<file path="config.mk">
export PLATFORM = sky130hd
export DESIGN_NAME = crc_read_serializer
export DESIGN_NICKNAME = d
export VERILOG_FILES = /design/src/rtl/crc_ser_pkg.sv /design/src/rtl/crc_bit_lfsr.sv /design/src/rtl/lsb_shifter.sv /design/src/rtl/crc_read_serializer.sv
export SDC_FILE = /design/constraint.sdc
export NUM_CORES = 1
export LEC_CHECK = 0
export ABC_AREA = 1
export BUFFER_PORTS_ARGS = -buffer_cell sky130_fd_sc_hd__buf_2
export CAP_MARGIN = 20
export CORE_MARGIN = 1.5
export CORE_UTILIZATION = 50
export DETAILED_ROUTE_END_ITERATION = 8
export PLACE_DENSITY = 0.69
export SYNTH_ARGS = -nofsm -noshare
export SYNTH_HDL_FRONTEND = slang
export SYNTH_SLANG_ARGS = --single-unit
</file>
<file path="constraint.sdc">
create_clock -name clk -period 2.65 [get_ports clk]
set_clock_uncertainty 0.15 [all_clocks]
set_input_delay 0.265 -clock clk [delete_from_list [all_inputs] [get_ports clk]]
set_output_delay 0.265 -clock clk [all_outputs]
set_load 0.02 [all_outputs]
</file>
<file path="src/rtl/crc_ser_pkg.sv">
// Package: constants shared by the CRC read serializer modules.
// Assumes: bytes are 8 bits; the reflected polynomial constant matches x^8+x^5+x^4+1.
package crc_ser_pkg;
    localparam int          BYTE_W       = 8;
    localparam int          OPC_W        = 2;
    localparam logic [1:0]  CRC_OPCODE   = 2'b10;
    localparam logic [7:0]  POLY_REFLECT = 8'h8C;
endpackage

</file>
<file path="src/rtl/crc_bit_lfsr.sv">
// Module: bit-serial reflected CRC register.
// Does: holds the CRC and advances it by one data bit when step is high.
// Assumes: clr and step are never both needed in one cycle (clr wins).
module crc_bit_lfsr #(
    parameter int          W    = 8,
    parameter logic [W-1:0] POLY = 8'h8C
) (
    input  logic         clk,
    input  logic         rst_n,
    input  logic         clr,
    input  logic         step,
    input  logic         din,
    output logic [W-1:0] crc_q,
    output logic [W-1:0] crc_nxt
);
    logic fb;

    // Next value of the register after absorbing din (shift-right form).
    always_comb begin
        fb      = crc_q[0] ^ din;
        crc_nxt = (crc_q >> 1) ^ (fb ? POLY : '0);
    end

    // CRC state register: cleared on reset or clr, advanced on step.
    always_ff @(posedge clk) begin
        if (!rst_n)      crc_q <= '0;
        else if (clr)    crc_q <= '0;
        else if (step)   crc_q <= crc_nxt;
    end

    assert_idle_holds_R5: assert property (@(posedge clk) disable iff (!rst_n)
        (!clr && !step) |=> $stable(crc_q));
endmodule

</file>
<file path="src/rtl/lsb_shifter.sv">
// Module: byte-to-bit shifter, least significant bit first.
// Does: loads a word, presents bit 0, moves one bit per strobe, drops busy after W bits.
// Assumes: load is only raised while idle or on the strobe of the final bit.
module lsb_shifter #(
    parameter int W = 8
) (
    input  logic         clk,
    input  logic         rst_n,
    input  logic         load,
    input  logic [W-1:0] load_val,
    input  logic         strobe,
    output logic         bit_o,
    output logic         busy_o,
    output logic         done_o
);
    localparam int CW = $clog2(W);

    logic [W-1:0]  sh_q;
    logic [CW-1:0] cnt_q;

    // Final bit of the word is being strobed out this cycle.
    always_comb done_o = busy_o && strobe && (cnt_q == CW'(W - 1));

    assign bit_o = sh_q[0];

    // Shift register, bit counter and busy flag.
    always_ff @(posedge clk) begin
        if (!rst_n) begin
            sh_q   <= '0;
            cnt_q  <= '0;
            busy_o <= 1'b0;
        end else if (load) begin
            sh_q   <= load_val;
            cnt_q  <= '0;
            busy_o <= 1'b1;
        end else if (busy_o && strobe) begin
            sh_q   <= sh_q >> 1;
            cnt_q  <= cnt_q + 1'b1;
            if (cnt_q == CW'(W - 1)) busy_o <= 1'b0;
        end
    end

    assert_hold_between_strobes_R3: assert property (@(posedge clk) disable iff (!rst_n)
        (busy_o && !strobe && !load) |=> (busy_o && $stable(bit_o)));
endmodule

</file>
<file path="src/rtl/crc_read_serializer.sv">
// Module: top of the read serializer with optional trailing CRC byte.
// Does: accepts response bytes, shifts them out LSB first, and for opcode 10
//       transactions appends the CRC of the sent bits as one more byte.
// Assumes: the downstream strobe is a single-cycle pulse per bit.
module crc_read_serializer
    import crc_ser_pkg::*;
#(
    parameter int               DW      = BYTE_W,
    parameter int               OW      = OPC_W,
    parameter logic [OW-1:0]    CRC_OPC = CRC_OPCODE,
    parameter logic [DW-1:0]    POLY    = POLY_REFLECT
) (
    input  logic          clk,
    input  logic          rst_n,
    input  logic          in_valid,
    output logic          in_ready,
    input  logic [DW-1:0] in_data,
    input  logic          in_last,
    input  logic [OW-1:0] in_opcode,
    input  logic          bit_strobe,
    output logic          ser_bit,
    output logic          ser_busy
);
    logic          first_q;
    logic          crc_en_q;
    logic          last_q;
    logic          crc_phase_q;
    logic          accept;
    logic          append;
    logic          shift_done;
    logic          crc_step;
    logic          crc_clr;
    logic          sh_load;
    logic [DW-1:0] sh_val;
    logic [DW-1:0] crc_q;
    logic [DW-1:0] crc_nxt;

    // Handshake, CRC control and shifter load selection.
    always_comb begin
        in_ready = !ser_busy;
        accept   = in_valid && in_ready;
        crc_clr  = accept && first_q;
        crc_step = ser_busy && bit_strobe && !crc_phase_q && crc_en_q;
        append   = shift_done && !crc_phase_q && last_q && crc_en_q;
        sh_load  = accept || append;
        sh_val   = accept ? in_data : crc_nxt;
    end

    // Transaction framing: first-byte flag, CRC enable, last flag, CRC phase.
    always_ff @(posedge clk) begin
        if (!rst_n) begin
            first_q     <= 1'b1;
            crc_en_q    <= 1'b0;
            last_q      <= 1'b0;
            crc_phase_q <= 1'b0;
        end else if (accept) begin
            first_q     <= in_last;
            last_q      <= in_last;
            crc_phase_q <= 1'b0;
            if (first_q) crc_en_q <= (in_opcode == CRC_OPC);
        end else if (append) begin
            crc_phase_q <= 1'b1;
        end
    end

    crc_bit_lfsr #(.W(DW), .POLY(POLY)) u_crc (
        .clk     (clk),
        .rst_n   (rst_n),
        .clr     (crc_clr),
        .step    (crc_step),
        .din     (ser_bit),
        .crc_q   (crc_q),
        .crc_nxt (crc_nxt)
    );

    lsb_shifter #(.W(DW)) u_shift (
        .clk      (clk),
        .rst_n    (rst_n),
        .load     (sh_load),
        .load_val (sh_val),
        .strobe   (bit_strobe),
        .bit_o    (ser_bit),
        .busy_o   (ser_busy),
        .done_o   (shift_done)
    );

    assert_accept_blocks_R2: assert property (@(posedge clk) disable iff (!rst_n)
        accept |=> (ser_busy && !in_ready));
    assert_clear_on_first_R6: assert property (@(posedge clk) disable iff (!rst_n)
        (accept && first_q) |=> (crc_q == '0));
    assert_crc_no_gap_R7: assert property (@(posedge clk) disable iff (!rst_n)
        append |=> (ser_busy && crc_phase_q));
    assert_crc_only_enabled_R8: assert property (@(posedge clk) disable iff (!rst_n)
        (ser_busy && crc_phase_q) |-> crc_en_q);
endmodule

</file>
## Word level (Yosys, flattened, before mapping)

Cells that the tools add are included.

| word-level totals | value |
|---|---|
| bits in registers | 24 |
| output and inout bits | 3 |
| word-level logic and storage cells | 40 |
| input bits | 15 |

| cells by class | value |
|---|---|
| bitwise logic cells | 3 |
| eq/ne operators | 2 |
| reduce and logical (&&, ||, !) cells | 19 |
| add/sub/neg operators | 1 |
| multiplexer cells | 7 |

Operators by type and width:

| operator | count |
|---|---|
| 2-to-1 mux 8 bit | 4 |
| logical AND 1 bit | 9 |
| XOR 7 x 8 -> 8 bit | 1 |
| OR reduction 2 bit | 3 |
| AND reduction 2 bit | 2 |
| nonzero test 2 bit | 2 |
| adder 3 x 1 -> 3 bit, second input constant | 1 |
| equality test 3 bit, second input constant | 1 |
| 2-to-1 mux 1 bit | 3 |
| equality test 2 bit, second input constant | 1 |
| logical NOT 1 bit | 2 |
| logical OR 1 bit | 1 |
| inverter 1 bit | 1 |
| XOR 1 bit | 1 |

## Depth between registers and ports, before layout

| depth | value |
|---|---|
| depth in word-level cells | 8 |
| gate-level depth with buffers | 11 |
| mapped depth without buffers | 11 |

## Cells and area by module

From an unflattened synthesis, not the netlist that was laid out.

| unflattened totals | value |
|---|---|
| cell total of the unflattened synthesis | 195 |
| area, all modules | 1318.8 um^2 |

By module, submodules not included:

| module | cells an instance | seq. area each (um^2) | instances | area an instance (um^2) |
|---|---|---|---|---|
| lsb_shifter | 81 | 240.2 | 1 | 586.8 |
| crc_bit_lfsr | 57 | 160.2 | 1 | 422.9 |
| crc_read_serializer | 57 | 80.1 | 1 | 309.0 |

## Worst setup path before layout

Ideal clock, no wire load.

| path | value |
|---|---|
| kind | flip-flop to flip-flop |
| start point | reg u_shift.cnt_q[0] |
| end point | reg u_shift.sh_q[0] |
| buffers on the path | 0 |
| setup time | 0.056 ns |
| data required time | 2.444 ns |
| cell stages (with the launch flop) | 12 |
| period minus slack after synthesis | 1.560 ns |
| slack | 1.090 ns |
| arrival | 1.354 ns |
| cells stage by stage | dfxtp_1 ha_1 ha_1 nand2_1 inv_1 nand3_4 nand2_2 inv_2 nand2_1 nand3b_1 nand2_1 inv_1 |

| on the way | value |
|---|---|
| longest elaborated chain between the ends | 7 |
| elaborated cells on any way between the ends | 8 |
| those cells by class | eq/ne (1); mux (1); reduce/logical (6) |

RTL lines:

| item | line | source |
|---|---|---|
| start: declaration | lsb_shifter.sv:19 | `logic [CW-1:0] cnt_q;` |
| start signal: assignment | lsb_shifter.sv:38 | `cnt_q <= cnt_q + 1'b1;` |
| equality test 3 bit * | lsb_shifter.sv:22 | `always_comb done_o = busy_o && strobe && (cnt_q == CW'(W - 1));` |
| logical AND 1 bit * | lsb_shifter.sv:22 |  |
| logical AND 1 bit * (3 in series) | crc_read_serializer.sv:44 | `append = shift_done && !crc_phase_q && last_q && crc_en_q;` |
| logical OR 1 bit * | crc_read_serializer.sv:45 | `sh_load = accept \|\| append;` |
| 2-to-1 mux 8 bit or nonzero test 2 bit (tied branches) | -- |  |
| end signal: assignment | lsb_shifter.sv:33 | `sh_q <= load_val;` |
| end signal: assignment | lsb_shifter.sv:37 | `sh_q <= sh_q >> 1;` |
| end: declaration | lsb_shifter.sv:18 | `logic [W-1:0] sh_q;` |

Mark *: on every way between the ends. The rest lies on a longest branch, timed or not.
A chain may end at the register's enable or synchronous reset.

## Worst setup path in the final report

| path | value |
|---|---|
| start point | reg u_shift.cnt_q[0] |
| end point | reg u_shift.sh_q[6] |

Same word-level chain as after synthesis.

==> flow_summary.yaml <==
finish:
  diodes: 0
  drive_above_1_share: 0.190
  area_growth_pct: 14.2
  nets: 207
  layoutNonFillerInstCount: 217
routing:
  wire_per_inst_um: 11.1
  vias: 1065
  postRouteAntennaNets: 0
  drc: 0
  dr.pass1.iters: 4
  vias_per_cell: 4.91
  drt_iter0_markers: 13
  wl_mm: 2.41
critical_path:
  crit_top_cell: "nand2_1"
  cp-end-kind: "register"
  worst_ep_arrival_time_ns: 1.85
  worstPathCellList: "ha_1 -> ha_1 -> nand2_1 -> inv_1 -> nand3_4 -> nand2_2 -> inv_2 -> nand2_1 -> nand3b_1 -> nand2_1 -> inv_1"
  reg2reg_setup_slack_ns: 0.93
  reg2reg_from: "u_shift.cnt_q[0]"
  slowest_delay_ns: 0.35
  cp_max_fo: 5
  r2r-end: "u_shift.sh_q[6]"
  cp.required_ns: 2.78
  crit_path_start_kind: "register"
  critical_path_class: "reg2reg"
  r2r_cells: 11
  critical-path-slowest-cell: "dfxtp_1"
  path_delay_family: "simple AND/OR/NAND/NOR gates"
  cp.depth: 11
  crit_buf_inv: 3
floorplan:
  start_util: 0.541
  io_pins: 18
  die_y_um: 52.4
  die_area_um2: 2740
  rows: 17
  core_area_um2: 2250
  die-width_um: 52.4
grt:
  track_usage: 0.203
  grt_max_degree: 15
  grt_pass1_vias: 957
  antenna_found_initial: 0
  grt_remaining_overflow: 0
  grt_pass1_wl_mm: 4.04
worst_hold_path:
  min_to: "first_q"
  holdCritPathClass: "in2reg"
  hold_path_depth: 3
  worstHoldStart: "in_last"
synth:
  ys_ff_latch: 24
  synth.distinct_cells: 27
  synth-warning-count: 0
  ys_dominant_reg_cell: "dfxtp_1"
  synthCells: 168
  netlist_area_um2: 1220
  syn_nets: 185
  ys_async_sr_fraction: 0
  yosysSeqAreaShare: 0.394
  postSynthAreaPerCell_um2: 7.25
  synth_edf_count: 0
sta:
  setup_viol: 0
  worst_pin_slew_ns: 0.426
  fin_crit_sh: 0.648
  fin_crit_ns: 1.72
  hold_viol: 0
  maxSlewHeadroom: 0.716
  drv_slew: 0
  tns_ns: 0
  rsz0062_at_grt: "no"
  fmax_ghz: 0.582
clocking:
  cts_root_buf: "clkbuf_4"
  cts_tree: "done"
  cts_hold_buffers: 0
  htreeDepth: 1
  clk_path_buf_depth: 2
  cts_setup_buffers: 0
  worstSkewPairLatency_ns: 0.33
  path_clk_slew_ns: 0.14
  cts_sinks: 24
  cts_resized: 0
  cts_buffers: 3
placed_design:
  port_buffers: 17
  gp_congestion: 0.864
  post-dp-hpwl_mm: 1.89
  placed_cells: 213
run_status:
  status: "finished clean"
job:
  cap_violations: 0
pwr:
  vdd_ir_drop_max_v: 0.000333
  powerDensity_nw_per_um2: 566
  power_leakage_uw: 0.000684
state kept, by name (all words and copies together) (netlist names):
register and cells:
u_crc.crc_q 8, u_shift.sh_q 8, u_shift.cnt_q 3, crc_en_q 1, crc_phase_q 1, first_q 1
last_q 1, u_shift.busy_o 1
final cells by class:
type / instances / area [um2]
Clock buffer: 3 / 22.5
Tap cell: 28 / 35.0
Sequential cell: 24 / 480
Clock inverter: 1 / 30.0
Fill cell: 225 / 863
Inverter: 24 / 96.3
Timing Repair Buffer: 17 / 85.1
Multi-Input combinational cell: 120 / 642
metal layers:
metal / up-vias / routed length, um / global-route usage
met5: - / 0 / 0
met4: 0 / 51 / 0.107
met3: 4 / 62 / 0.0257
met2: 15 / 1100 / 0.348
met1: 467 / 1190 / 0.245
li1: 579 / - / -
cell usage in the layout, fill, tap and decap left out:
| master | count |
|---|---|
| a211oi_1 | 2 |
| a211oi_2 | 1 |
| a21oi_1 | 10 |
| a22oi_1 | 1 |
| buf_2 | 17 |
| bufinv_16 | 1 |
| clkbuf_4 | 3 |
| clkinv_1 | 1 |
| clkinv_2 | 1 |
| dfxtp_1 | 24 |
| ha_1 | 2 |
| inv_1 | 19 |
| inv_2 | 2 |
| inv_6 | 1 |
| nand2_1 | 60 |
| nand2_2 | 1 |
| nand2_4 | 1 |
| nand2_8 | 1 |
| nand3_1 | 9 |
| nand3_4 | 1 |
| nand3b_1 | 6 |
| nor2_1 | 13 |
| nor2_4 | 1 |
| nor2_8 | 2 |
| o2111ai_1 | 1 |
| o211ai_1 | 1 |
| o21ai_0 | 3 |
| o21ai_2 | 1 |
| or2_2 | 2 |
| xor2_1 | 1 |
synthesized netlist by cell type, types with 2 or more instances:
cell type  instances  area share
a211oi_1           2       0.012
a21oi_1           10       0.041
dfxtp_1           24        0.39
ha_1               2       0.021
inv_1             19       0.059
inv_2              2      0.0062
nand2_1           60        0.18
nand3_1            9       0.037
nand3b_1           6       0.037
nor2_1            13       0.040
nor2_8             2       0.033
o21ai_0            3       0.012
or2_2              2       0.010
worst min-delay path: stages:
cell and delay (ns):
buf_2 0.08, nand2_1 0.05, nand3_1 0.07
power by group:
group	internal, uW	total [uW]	switching, uW
clock	153	271	118
sequential	380	392	12.5
combinational	45.8	124	78.4
total	579	787	209
cells by family (layout without fill, tap and decap cells):
| logic type | Yosys count | after routing | share of synthesized area |
|---|---|---|---|
| AND/OR/NAND/NOR | 97 | 97 | 0.396 |
| flip-flops | 24 | 24 | 0.394 |
| buffers and inverters | 24 | 45 | 0.0791 |
| AO/OA/AOI/OAI | 20 | 20 | 0.103 |
| adder cells (fa/ha/maj) | 2 | 2 | 0.0205 |
| XOR/XNOR | 1 | 1 | 0.00719 |
per-stage QoR:
step,power [uW],setup slack (ns),util,hold slack (ns),area [um2]
detailed placement,524,0.953,0.594,0.306,1340
finish,787,0.933,0.617,0.00549,1390
global placement,522,1.01,0.594,0.309,1340
global route,819,0.788,0.617,0.0347,1390
floorplan,489,1.09,-,0.200,1220
CTS,787,0.915,0.617,0.0116,1390
how the worst max path moves through the flow:
stage	startpoint	endpoint
floorplan	u_shift.cnt_q[0]	u_shift.sh_q[0]
global placement	u_shift.cnt_q[0]	u_shift.sh_q[6]
detailed placement	u_shift.cnt_q[0]	u_shift.sh_q[6]
CTS	u_shift.cnt_q[0]	u_shift.sh_q[6]
global route	u_shift.cnt_q[0]	u_shift.sh_q[4]
finish	u_shift.cnt_q[0]	u_shift.sh_q[6]
Power figures use the tool's default switching activity.
